<file path="src/rtl/idle_clkgate_pkg.sv">
package idle_clkgate_pkg;
    typedef enum logic [1:0] {
        ST_RUN  = 2'd0,
        ST_IDLE = 2'd1,
        ST_WAKE = 2'd2
    } idle_state_e;
endpackage

</file>
<file path="src/rtl/idle_irq_qual.sv">
module idle_irq_qual #(
    parameter int N_IRQ = 8
) (
    input  logic [N_IRQ-1:0] irq_pend,
    input  logic [N_IRQ-1:0] irq_en,
    output logic             wake_req
);
    logic [N_IRQ-1:0] live;

    for (genvar i = 0; i < N_IRQ; i++) begin : g_line
        assign live[i] = irq_pend[i] & irq_en[i];
    end

    assign wake_req = |live;
endmodule

</file>
<file path="src/rtl/idle_ctl_reg.sv">
module idle_ctl_reg #(
    parameter int CTL_W   = 8,
    parameter int WDI_BIT = 1
) (
    input  logic             clk,
    input  logic             rst_n,
    input  logic             wr_accept,
    input  logic [CTL_W-1:0] wdata,
    output logic             wd_in_idle
);
    always_ff @(posedge clk or negedge rst_n) begin
        if (!rst_n) begin
            wd_in_idle <= 1'b0;
        end else if (wr_accept) begin
            wd_in_idle <= wdata[WDI_BIT];
        end
    end
endmodule

</file>
<file path="src/rtl/idle_fsm.sv">
module idle_fsm
    import idle_clkgate_pkg::*;
(
    input  logic clk,
    input  logic rst_n,
    input  logic ctl_wr,
    input  logic sleep_req,
    input  logic wake_req,
    output logic wr_accept,
    output logic cpu_run,
    output logic in_idle,
    output logic wake
);
    idle_state_e state, state_nx;

    always_comb begin
        state_nx = state;
        unique case (state)
            ST_RUN, ST_WAKE: begin
                if (ctl_wr && sleep_req) state_nx = ST_IDLE;
                else                     state_nx = ST_RUN;
            end
            ST_IDLE: begin
                if (wake_req) state_nx = ST_WAKE;
            end
            default: state_nx = ST_RUN;
        endcase
    end

    always_ff @(posedge clk or negedge rst_n) begin
        if (!rst_n) state <= ST_RUN;
        else        state <= state_nx;
    end

    always_comb begin
        wr_accept = 1'b0;
        cpu_run   = 1'b1;
        in_idle   = 1'b0;
        wake      = 1'b0;
        unique case (state)
            ST_RUN: begin
                wr_accept = ctl_wr;
            end
            ST_IDLE: begin
                cpu_run = 1'b0;
                in_idle = 1'b1;
            end
            ST_WAKE: begin
                wr_accept = ctl_wr;
                wake      = 1'b1;
            end
            default: begin
                cpu_run = 1'b1;
            end
        endcase
    end
endmodule

</file>
<file path="src/rtl/idle_clkgate_ctrl.sv">
module idle_clkgate_ctrl #(
    parameter int CTL_W     = 8,
    parameter int N_IRQ     = 8,
    parameter int N_PER     = 5,
    parameter int SLEEP_BIT = 0,
    parameter int WDI_BIT   = 1
) (
    input  logic             clk,
    input  logic             rst_n,
    input  logic             ctl_wr,
    input  logic [CTL_W-1:0] ctl_wdata,
    input  logic [N_IRQ-1:0] irq_pend,
    input  logic [N_IRQ-1:0] irq_en,
    output logic             cpu_clk_en,
    output logic [N_PER-1:0] per_clk_en,
    output logic             wdt_clk_en,
    output logic             idle_flag,
    output logic             wake_pulse
);
    localparam logic [N_PER-1:0] PER_ALL = {N_PER{1'b1}};

    logic wake_req;
    logic wr_accept;
    logic wd_in_idle;

    idle_irq_qual #(.N_IRQ(N_IRQ)) u_qual (
        .irq_pend (irq_pend),
        .irq_en   (irq_en),
        .wake_req (wake_req)
    );

    idle_fsm u_fsm (
        .clk       (clk),
        .rst_n     (rst_n),
        .ctl_wr    (ctl_wr),
        .sleep_req (ctl_wdata[SLEEP_BIT]),
        .wake_req  (wake_req),
        .wr_accept (wr_accept),
        .cpu_run   (cpu_clk_en),
        .in_idle   (idle_flag),
        .wake      (wake_pulse)
    );

    idle_ctl_reg #(.CTL_W(CTL_W), .WDI_BIT(WDI_BIT)) u_ctl (
        .clk        (clk),
        .rst_n      (rst_n),
        .wr_accept  (wr_accept),
        .wdata      (ctl_wdata),
        .wd_in_idle (wd_in_idle)
    );

    assign per_clk_en = PER_ALL;
    assign wdt_clk_en = !idle_flag || wd_in_idle;
endmodule

</file>
<file path="config.mk">
export PLATFORM = sky130hd
export DESIGN_NAME = idle_clkgate_ctrl
export DESIGN_NICKNAME = d
export VERILOG_FILES = /design/src/rtl/idle_clkgate_pkg.sv /design/src/rtl/idle_irq_qual.sv /design/src/rtl/idle_ctl_reg.sv /design/src/rtl/idle_fsm.sv /design/src/rtl/idle_clkgate_ctrl.sv
export SDC_FILE = /design/constraint.sdc
export NUM_CORES = 1
export LEC_CHECK = 0
export BUFFER_PORTS_ARGS = -buffer_cell sky130_fd_sc_hd__buf_4
export CAP_MARGIN = 5
export CORE_AREA = 4 4 41 43
export DETAILED_ROUTE_END_ITERATION = 7
export DIE_AREA = 0 0 45 47
export PLACE_DENSITY = 0.64
export SYNTH_ARGS = -nofsm -noshare
export SYNTH_HDL_FRONTEND = slang
export SYNTH_SLANG_ARGS = --single-unit
</file>
<file path="constraint.sdc">
create_clock -name clk -period 1.2 [get_ports clk]
set_input_delay 0.18 -clock clk [delete_from_list [all_inputs] [get_ports clk]]
set_output_delay 0.18 -clock clk [all_outputs]
set_load 0.05 [all_outputs]
</file>
# After elaboration in Yosys (flattened, before gate mapping)
# Cells that the tools add are included.
[word_totals]
out_inout_bits = 9
register_bits = 3
word_cells = 26
input_bits = 27
[op_classes]
n_bitwise = 8
eq_ne = 3
n_mux = 7
n_reduce_logical = 6
[op_table]
columns = ["cell", "n"]
rows = [
  ["$and 1x1->1", 8],
  ["$reduce_or 8->1", 1],
  ["$mux 1", 5],
  ["$pmux 2 s2", 1],
  ["$eq 2x1->1 const B", 1],
  ["$eq 2x2->1 const B", 1],
  ["$logic_not 2->1", 1],
  ["$mux 2", 1],
  ["$ne 2x1->1 const B", 1],
  ["$reduce_or 2->1", 1],
  ["$logic_and 1x1->1", 1],
  ["$logic_not 1->1", 1],
  ["$logic_or 1x1->1", 1],
]

# Logic depth before layout (Yosys ltp)
# Gate-level depths: netlist of run 1.
[depth]
word_depth = 4
mapped_depth = 3
ltp_nobuf = 3

# Modules after synthesis
# From an unflattened synthesis of run 1, not the netlist that was laid out.
[hier_totals]
cells_unflattened = 22
hier_area_um2 = 224.0
[modules_own_cells]
columns = ["mod", "seq_area_each_um2", "area_each_um2", "cells_each", "instances"]
rows = [
  ["idle_fsm", 50.0, 100.1, 8, 1],
  ["idle_clkgate_ctrl", 0.0, 47.5, 7, 1],
  ["idle_ctl_reg", 25.0, 40.0, 2, 1],
  ["idle_irq_qual", 0.0, 36.3, 5, 1],
]

# Worst setup path before layout of run 1
# No wires, ideal clock.
[synth_timing]
kind = "flip-flop to flip-flop"
start = "register u_fsm.state[1]"
end = "register u_fsm.state[1]"
slack_ns = -0.301
path_buffers = 0
path_stages_with_launch = 4
required_ns = 1.116
arrival_time_ns = 1.416
period_less_slack_ns = 1.501
setup_ns = 0.084
cell_sequence = "dfrtp_1 -> and2b_1 -> inv_1 -> a21oi_1"
[synth_via]
elab_chain_cells = 3
word_cells_on_any_way = 6
cone_classes = "eq/ne: 3; mux: 1; reduce/logical: 2"
[synth_rtl]
columns = ["item", "line_no", "text"]
rows = [
  ["start: declaration", "idle_fsm.sv:14", "idle_state_e state, state_nx;"],
  ["start signal: assignment", "idle_fsm.sv:32", "else state <= state_nx;"],
  ["$eq 2x2->1 / $logic_not 2->1 (equally long branches)", "idle_fsm.sv:18", "unique case (state)"],
  ["$reduce_or 2->1 (no source line)", "-", ""],
  ["$pmux 2 s2", "idle_fsm.sv:18", ""],
]
# Parallel ways exist; a longest one is shown, timed or not.
# A chain may end at the register's enable or synchronous reset.

# Worst setup path after layout of run 1
[layout_timing]
start = "register u_fsm.state[1]"
end = "output cpu_clk_en"
[layout_via]
elab_chain_cells = 2
[layout_rtl]
columns = ["item", "line_no", "text"]
rows = [
  ["$eq 2x1->1", "idle_fsm.sv:40", "unique case (state)"],
  ["$mux 1", "idle_fsm.sv:40", ""],
  ["end: declaration", "idle_clkgate_ctrl.sv:14", "output logic cpu_clk_en,"],
]
# No other way between the ends.

==> results.json, run 1 <==
{
  "status": "finished with violations",
  "violations": "negative setup slack",
  "pre_cts_slack_ps": 125,
  "hold_vio_cnt_final": 0,
  "hold_path_startpoint": "ctl_wdata[1]",
  "clkLatencyLatePin_ps": 230,
  "critical_path_peak_fanout": 4,
  "crit-reg2reg-capture": "u_ctl.wd_in_idle",
  "routedWlPerCell_um": 9.34,
  "grt_start_max_net_pins": 5,
  "rsz0062_at_grt": "true",
  "max_vdd_drop_mv": 0.269,
  "worstReg2RegStart": "u_fsm.state[0]",
  "synth_top_family_by_area": "compound AO/OA/AOI/OAI gates",
  "arithmetic_cell_share_of_the_synthesized_area_counting_full_adders_half_adders_and_majority_gates_pct": 0,
  "synth.area.mux_share_pct": 5.08,
  "final_design_area_no_fill_um2": 450,
  "root_cell_of_the_clock_tree": "sky130_fd_sc_hd__clkbuf_4",
  "critical_path_arrival_ps": 1110,
  "pin_count": 36,
  "max_h_tree_level": 1,
  "initial_utilization_pct": 17.0,
  "hold-path-endpoint": "u_ctl.wd_in_idle",
  "worst_setup_path_end_kind": "output pin",
  "critPathRequiredTime_ps": 1020,
  "mappedNetlistArea_um2": 221,
  "fp.coreArea_um2": 1300,
  "post_drt_via_cell_ratio": 3.89,
  "startpoint_to_endpoint_class_of_the_critical_path": "reg2out",
  "globalRoute.totalOverflow": 0,
  "place_area_um2": 407,
  "rows": 13,
  "finalSetupViolations": 3,
  "antenna_left": 0,
  "reg2reg_depth": 2,
  "hp-class": "in2reg",
  "finalCritPeriodShare_pct": 108,
  "dp_hpwl_um": 546,
  "crit_path_start_kind": "flop",
  "synth_compound_area_share_pct": 28.8,
  "number_of_setup_buffers_added_after_cts": 0,
  "antenna_found_initial": 0,
  "synth_area_per_cell_um2": 10.5,
  "clockBufferDepth": 2,
  "ys_ff_latch": 3,
  "finalMaxSlewViolations": 0,
  "layout-drive-gt1-share_pct": 67.3,
  "setup_slack_ps": -93.0,
  "placed_cells_incl_taps": 59,
  "post_synth_inst_count": 21,
  "tritoncts": "done",
  "fp.dieArea_um2": 2120,
  "drv.max_cap_violation_count": 0,
  "max_clock_freq_ghz": 0.773,
  "synth-simple-area-share_pct": 11.9,
  "finalWirelength_um": 598,
  "commonest_cells_after_routing_fill_and_taps_aside": "sky130_fd_sc_hd__buf_4, sky130_fd_sc_hd__conb_1, sky130_fd_sc_hd__clkbuf_4, sky130_fd_sc_hd__dfrtp_1",
  "routed-via-count": 249,
  "final_period_minus_worst_setup_slack_ps": 1290,
  "leakagePower_nw": 0.232,
  "synth.lib_cells_used.distinct": 12,
  "synthXorXnorAreaFrac_pct": 0,
  "grt_pass1_wl_um": 814,
  "final_common_cell": "sky130_fd_sc_hd__buf_4",
  "worst_hold_path.num_cells": 2,
  "ys_warns": 0,
  "ys_seq_area_share_pct": 33.9,
  "die_h_um": 47,
  "cts_made_buffers": 3,
  "globalRouteTotalUtil_pct": 5.93,
  "numPortBuffers": 24,
  "place_congestion": 0.599,
  "r2r_slack_ps": 150,
  "pwr_density_cell_nw_per_um2": 1060,
  "area.growth.synth_to_final_pct": 103,
  "number_of_global_route_vias_before_repair": 228,
  "firstDrtPassIters": 1,
  "detailedRoute.firstIterationViolations": 0,
  "setup-tns-final_ps": -219,
  "detail_route.drc_violations": 0,
  "finClkSkew_ps": 0.761,
  "final_nets": 77,
  "floorplan.die.width_um": 45,
  "clkTransAtPathRegs_ps": 40,
  "antenna_cells_inserted": 0,
  "layoutNonFillerInstCount": 64,
  "cts_sinks": 3
}
logic make-up after synthesis:
| family | count (synthesis) |
|---|---|
| AO/OA/AOI/OAI | 6 |
| other | 1 |
| flip-flops | 3 |
| AND/OR/NAND/NOR | 4 |
| buffers and inverters | 6 |
| multiplexers | 1 |
registers in the layout, summed over array words and instances, names as in the netlist:
signal	count
u_fsm.state	2
u_ctl.wd_in_idle	1
metrics by stage:
step	hold WS (ps)	utilization, %	total power, mW
floorplan	-116	-	0.236
global placement	-29.5	31.3	0.295
detailed placement	-30.6	31.3	0.297
CTS	170	34.6	0.488
global route	172	34.6	0.505
finish	174	34.6	0.477
power by group:
group          internal, mW  total (mW)  switching [mW]  leakage (nW)
Combinational        0.0826       0.185           0.102         0.179
Sequential            0.111       0.116         0.00436        0.0381
Clock                 0.125       0.176          0.0515        0.0150
Total                 0.319       0.477           0.158         0.232
critical path: stages (launching register included):
cell and delay (ps):
sky130_fd_sc_hd__dfrtp_1 360, sky130_fd_sc_hd__and2b_4 280, sky130_fd_sc_hd__clkinvlp_4 90, sky130_fd_sc_hd__buf_6 150
area by class of cell:
type | count | area [µm²]
Multi-Input combinational cell | 16 | 125
Tap cell | 15 | 18.8
Clock buffer | 4 | 26.3
Sequential cell | 3 | 75.1
Timing Repair Buffer | 25 | 198
Inverter | 1 | 7.51
Fill cell | 146 | 851
Yosys cell counts:
| cell type | number | area (µm²) |
|---|---|---|
| sky130_fd_sc_hd__and2b_1 | 1 | 7.51 |
| sky130_fd_sc_hd__a21oi_1 | 1 | 5.00 |
| sky130_fd_sc_hd__a22o_1 | 2 | 17.5 |
| sky130_fd_sc_hd__a32o_2 | 1 | 11.3 |
| sky130_fd_sc_hd__nand2b_1 | 1 | 6.26 |
| sky130_fd_sc_hd__dfrtp_1 | 3 | 75.1 |
| sky130_fd_sc_hd__nor2b_1 | 2 | 12.5 |
| sky130_fd_sc_hd__conb_1 | 1 | 3.75 |
| sky130_fd_sc_hd__a221oi_2 | 2 | 30.0 |
| sky130_fd_sc_hd__mux2_1 | 1 | 11.3 |
| sky130_fd_sc_hd__buf_4 | 5 | 37.5 |
| sky130_fd_sc_hd__inv_1 | 1 | 3.75 |
routing by layer:
| metal | up-vias | track usage (%) | part of all wire [%] |
|---|---|---|---|
| met5 | - | 0 | 0 |
| met4 | 0 | 8.77 | 0 |
| met3 | 0 | 3.07 | 16 |
| met2 | 16 | 9.04 | 54 |
| met1 | 107 | 4.57 | 30 |
| li1 | 126 | - | - |
how the worst max path moves through the flow:
stage | from | endpoint | slack (ps) | depth (start not counted)
2_1_floorplan | u_fsm.state[1] | u_fsm.state[1] | -80 | 3
5_1_grt | u_fsm.state[1] | cpu_clk_en | -150 | 3
6_report | u_fsm.state[1] | cpu_clk_en | -90 | 3
4_1_cts | u_fsm.state[1] | cpu_clk_en | -110 | 3
3_5_place_dp | u_fsm.state[1] | cpu_clk_en | 120 | 3
3_3_place_gp | u_fsm.state[1] | cpu_clk_en | 130 | 3
timing repair:
item,4_1_cts,5_1_grt
resized for setup,2,0
hold buffers,1,0
endpoints found under the hold margin,3,0
setup endpoints to repair,3,3
Note: power is estimated with default switching activity, not from simulation.
==> run 2: changes to the inputs <==
--- a/config.mk
+++ b/config.mk
@@ -10,7 +10,6 @@
 export CORE_AREA = 4 4 41 43
 export DETAILED_ROUTE_END_ITERATION = 7
 export DIE_AREA = 0 0 45 47
-export PLACE_DENSITY = 0.64
 export SYNTH_ARGS = -nofsm -noshare
 export SYNTH_HDL_FRONTEND = slang
 export SYNTH_SLANG_ARGS = --single-unit
==> run 2 against run 1 <==
Effect of this change:
- clock skew about the same
- combinational power about the same
- clock power about the same
- sequential power about the same
- highest routed layer is now met4
- register-to-register slack about the same
- non-clock buffer count unchanged
- power about the same
- largest cell class unchanged
- flip-flop and latch count unchanged
- the flow still finishes with violations (negative setup slack)
==> results.json, run 2 (synthesized netlist as in run 1, its figures left out) <==
{
  "critical_path_peak_fanout": 4,
  "worst_hold_path.num_cells": 2,
  "place_congestion": 0.593,
  "cts_made_buffers": 3,
  "number_of_global_route_vias_before_repair": 244,
  "critPathBufInv": 2,
  "globalRouteTotalUtil_pct": 6.81,
  "max_flop_register": "u_fsm.state",
  "root_cell_of_the_clock_tree": "sky130_fd_sc_hd__clkbuf_4",
  "clkTransAtPathRegs_ps": 40,
  "tritoncts": "done",
  "rows": 13,
  "crit_family": "flip-flops",
  "r2r_slack_ps": 160,
  "cp_num_cells": 3,
  "critical_path_arrival_ps": 1120,
  "initial_utilization_pct": 17.0,
  "fp.coreArea_um2": 1300,
  "layout-drive-gt1-share_pct": 67.3,
  "finalWirelength_um": 605,
  "grt_start_max_net_pins": 5,
  "routedWlPerCell_um": 9.45,
  "crit-reg2reg-capture": "u_ctl.wd_in_idle",
  "die_h_um": 47,
  "filler_cell_count": 143,
  "clkLatencyLatePin_ps": 230,
  "totalPowerFinal_uw": 477,
  "numPortBuffers": 24,
  "detailedRoute.firstIterationViolations": 1,
  "routed-via-count": 250,
  "rsz0062_at_grt": "true",
  "hold_path_startpoint": "ctl_wdata[1]",
  "floorplan.die.width_um": 45,
  "critical_path.max_stage_delay_ps": 360,
  "critPathRequiredTime_ps": 1020,
  "worstReg2RegStart": "u_fsm.state[0]",
  "grt_pass1_wl_um": 862,
  "setup_slack_ps": -96.1,
  "area.sequential_um2": 75.1,
  "final_nets": 77,
  "antenna_left": 0,
  "finalSetupViolations": 3,
  "finalMaxSlewViolations": 0,
  "hold_vio_cnt_final": 0,
  "max_vdd_drop_mv": 0.375,
  "pwr_density_cell_nw_per_um2": 1060,
  "reg2reg_depth": 2,
  "multi_input_comb_area_um2": 125,
  "area.growth.synth_to_final_pct": 103,
  "violations": "negative setup slack",
  "fp.dieArea_um2": 2120,
  "globalRoute.totalOverflow": 0,
  "finalCritPeriodShare_pct": 108,
  "number_of_setup_buffers_added_after_cts": 0,
  "largest_register_ffs": 2,
  "worst_hold_margin_ps": 166,
  "worst_setup_path_end_kind": "output pin",
  "drv.max_cap_violation_count": 0,
  "cts_sinks": 3,
  "hp-class": "in2reg",
  "reg_top3": "u_fsm.state: 2 flops, u_ctl.wd_in_idle: 1 flops",
  "crit_path_start_kind": "flop",
  "antenna_found_initial": 0,
  "finClkSkew_ps": 0.518,
  "setup-tns-final_ps": -228,
  "antenna_cells_inserted": 0,
  "hold-path-endpoint": "u_ctl.wd_in_idle",
  "crit_path_top_delay_cell": "sky130_fd_sc_hd__dfrtp_1",
  "commonest_cells_after_routing_fill_and_taps_aside": "sky130_fd_sc_hd__buf_4, sky130_fd_sc_hd__conb_1, sky130_fd_sc_hd__clkbuf_4, sky130_fd_sc_hd__dfrtp_1",
  "pin_count": 36,
  "post_drt_via_cell_ratio": 3.91,
  "dp_hpwl_um": 527,
  "detail_route.drc_violations": 0,
  "layout.core_utilization_pct": 34.6,
  "max_clock_freq_ghz": 0.772,
  "firstDrtPassIters": 2,
  "startpoint_to_endpoint_class_of_the_critical_path": "reg2out",
  "critical_path.cell_chain": "and2b_4 -> clkinvlp_4 -> buf_6",
  "leakagePower_nw": 0.232,
  "final_common_cell": "sky130_fd_sc_hd__buf_4",
  "status": "finished with violations",
  "clockBufferDepth": 2,
  "max_h_tree_level": 1,
  "final_period_minus_worst_setup_slack_ps": 1300
}
## run 2: metrics by stage
step	cell area [µm²]	setup WS, ps	std cells
after floorplan	245	-76.9	25
after global placement	407	125	59
after detailed placement	407	123	59
after CTS	450	-110	64
after global routing	450	-134	64
final	450	-96.1	64
## run 2: worst register-to-register path: cells and delay by family, from the launching register on
| kind | cells | cell delay [ps] |
|---|---|---|
| mux | 1 | 340 |
| flops | 1 | 390 |
| simple gates | 1 | 190 |
## run 2: area by class of cell
cell class                 instances  area share (%)
clock buffer                       4            5.83
tap                               15            4.17
inverter                           1            1.67
sequential                         3            16.7
multi-input combinational         16            27.8
timing repair buffer              25            43.9
## run 2: report_power, final
group          switching [mW]  internal (mW)  total (mW)
Sequential            0.00432          0.111       0.116
Combinational           0.102         0.0825       0.184
Clock                  0.0521          0.125       0.177
Total                   0.158          0.319       0.477
## run 2: how the worst max path moves through the flow
stage                    from        endpoint  slack, ps
6_report       u_fsm.state[1]      cpu_clk_en       -100
3_5_place_dp   u_fsm.state[1]      cpu_clk_en        120
5_1_grt        u_fsm.state[1]      cpu_clk_en       -130
3_3_place_gp   u_fsm.state[1]      cpu_clk_en        130
4_1_cts        u_fsm.state[1]      cpu_clk_en       -110
2_1_floorplan  u_fsm.state[1]  u_fsm.state[1]        -80
## run 2: layer usage
metal	track usage (%)	share of wire, %
met4	12.3	6.3
met2	7.34	39
met3	4.21	22
met5	0	0
met1	6.41	32
## run 2: what timing repair did
item / CTS / global route
gates resized for setup: 2 / 0
hold endpoints to repair: 3 / 0
hold buffers: 1 / 0
endpoints found under the setup margin: 3 / 3
==> run 3: changes to the inputs <==
--- a/config.mk
+++ b/config.mk
@@ -13,3 +13,4 @@
 export SYNTH_ARGS = -nofsm -noshare
 export SYNTH_HDL_FRONTEND = slang
 export SYNTH_SLANG_ARGS = --single-unit
+export TNS_END_PERCENT = 5
==> run 3 against run 2 <==
Effect of this change:
- the run still ends with negative setup slack left
- clock power is essentially flat
- power is essentially flat
- hold slack gained 1.2 ps
- die area is the same
- non-clock buffer count is the same
- critical path type unchanged
- register-to-register slack is essentially flat
- design area shrank 0.56%
- highest routed layer is now met3
- combinational power is essentially flat
- utilization shrank 0.19 points
- routed wire length grew 2.1%
- global-route usage shrank 0.55 points
- first-iteration DRC count is the same
- largest cell class unchanged
==> results.json, run 3 (synthesized netlist as in run 1, its figures left out) <==
{
  "status": "finished with violations",
  "violations": "negative setup slack",
  "critical_path.max_stage_delay_ps": 360,
  "cts_made_buffers": 3,
  "leakagePower_nw": 0.232,
  "max_clock_freq_ghz": 0.769,
  "cts_sinks": 3,
  "globalRoute.totalOverflow": 0,
  "critPathRequiredTime_ps": 1020,
  "pin_count": 36,
  "critical_path.cell_chain": "and2b_4 -> clkinvlp_4 -> buf_6",
  "reg_top3": "u_fsm.state: 2 flops, u_ctl.wd_in_idle: 1 flops",
  "rsz0062_at_grt": "true",
  "hold_vio_cnt_final": 0,
  "final_design_area_no_fill_um2": 448,
  "dp_hpwl_um": 532,
  "multi_input_comb_area_um2": 123,
  "worst_hold_margin_ps": 168,
  "setup_slack_ps": -100,
  "post_drt_via_cell_ratio": 3.84,
  "area.sequential_um2": 75.1,
  "hp-class": "in2reg",
  "initial_utilization_pct": 17.0,
  "clkTransAtPathRegs_ps": 40,
  "die_h_um": 47,
  "crit_path_top_delay_cell": "sky130_fd_sc_hd__dfrtp_1",
  "setup-tns-final_ps": -239,
  "grt_start_max_net_pins": 5,
  "numPortBuffers": 24,
  "antenna_found_initial": 0,
  "detail_route.drc_violations": 0,
  "seq_power_share_pct": 24.3,
  "worst_setup_path_end_kind": "output pin",
  "max_h_tree_level": 1,
  "switching_share_pct": 33.4,
  "max_vdd_drop_mv": 0.343,
  "globalRouteTotalUtil_pct": 6.25,
  "final_period_minus_worst_setup_slack_ps": 1300,
  "fp.dieArea_um2": 2120,
  "number_of_setup_buffers_added_after_cts": 0,
  "commonest_cells_after_routing_fill_and_taps_aside": "sky130_fd_sc_hd__buf_4, sky130_fd_sc_hd__conb_1, sky130_fd_sc_hd__clkbuf_4, sky130_fd_sc_hd__dfrtp_1",
  "finalSetupViolations": 3,
  "number_of_global_route_vias_before_repair": 243,
  "drv.max_cap_violation_count": 0,
  "finClkSkew_ps": 0.516,
  "pwr_density_cell_nw_per_um2": 1070,
  "startpoint_to_endpoint_class_of_the_critical_path": "reg2out",
  "critical_path_arrival_ps": 1120,
  "tritoncts": "done",
  "finalCritPeriodShare_pct": 108,
  "filler_cell_count": 143,
  "finalMaxSlewViolations": 0,
  "fp.coreArea_um2": 1300,
  "place_congestion": 0.666,
  "routedWlPerCell_um": 9.66,
  "grt_pass1_wl_um": 841,
  "place_area_um2": 404,
  "detailedRoute.firstIterationViolations": 1,
  "layout.core_utilization_pct": 34.4,
  "clkLatencyLatePin_ps": 230,
  "power.share.clock_pct": 37.0,
  "largest_register_ffs": 2,
  "area.growth.synth_to_final_pct": 102,
  "clockBufferDepth": 2,
  "crit_path_start_kind": "flop",
  "critical_path_peak_fanout": 4,
  "rows": 13,
  "max_flop_register": "u_fsm.state",
  "finalWirelength_um": 618,
  "power.combinational.fraction_pct": 38.6,
  "floorplan.die.width_um": 45,
  "p_int_uw": 318,
  "final_nets": 77,
  "layout-drive-gt1-share_pct": 65.3,
  "net-switching-power_uw": 159,
  "antenna_cells_inserted": 0,
  "firstDrtPassIters": 2,
  "routed-via-count": 246,
  "final_common_cell": "sky130_fd_sc_hd__buf_4",
  "root_cell_of_the_clock_tree": "sky130_fd_sc_hd__clkbuf_4",
  "antenna_left": 0
}
run 3: cell counts in the layout (fill, tap and decap cells not counted):
No cell type changed its count.
run 3: path summary, 6_finish.rpt:
kind                       slack (ps)                to              from  cells past startpoint
min in group asynchronous         290    u_fsm.state[0]             rst_n                      2
min                               170    u_fsm.state[0]      ctl_wdata[0]                      2
max reg2reg                       170  u_ctl.wd_in_idle    u_fsm.state[0]                      2
max                              -100        cpu_clk_en    u_fsm.state[1]                      3
max in group asynchronous         820    u_fsm.state[1]             rst_n                      2
min reg2reg                       480  u_ctl.wd_in_idle  u_ctl.wd_in_idle                      1
run 3: through the flow:
| stage | std cells | worst slack, ps | power [mW] |
|---|---|---|---|
| after floorplan | 25 | -77.2 | 0.235 |
| after global placement | 59 | 129 | 0.295 |
| after detailed placement | 59 | 118 | 0.296 |
| after CTS | 64 | -106 | 0.484 |
| after global routing | 64 | -126 | 0.502 |
| final | 64 | -100 | 0.477 |
run 3: timing repair:
item	CTS	global route
cloned	0	0
hold buffers	1	0
setup endpoints to repair	3	3
gates resized for setup	2	0
hold endpoints to repair	3	0
run 3: power groups by stage:
| stage | clock (mW) | sequential, mW | combinational (mW) |
|---|---|---|---|
| after global routing | 0.192 | 0.117 | 0.194 |
| after CTS | 0.183 | 0.116 | 0.186 |
| final | 0.177 | 0.116 | 0.184 |
| after detailed placement | 0 | 0.117 | 0.178 |
| after global placement | 0 | 0.117 | 0.178 |
| after floorplan | 0 | 0.116 | 0.119 |
run 3: layout make-up:
type,count,area share [%]
Timing Repair Buffer,25,44.1
Multi-Input combinational cell,16,27.4
Sequential cell,3,16.8
Clock buffer,4,5.87
Tap cell,15,4.19
Inverter,1,1.68
run 3: critical path, delay by kind of cell (launching register included):
kind          cells  cell delay, ps
buf+inv           2             240
flops             1             360
simple gates      1             290
run 3: layer usage:
metal | vias to the layer above | track usage [%] | part of all wire [%]
met5 | - | 0 | 0
met2 | 22 | 7.06 | 40
met4 | 0 | 5.26 | 0
li1 | 121 | - | -
met1 | 103 | 6.41 | 37
met3 | 0 | 6.51 | 23
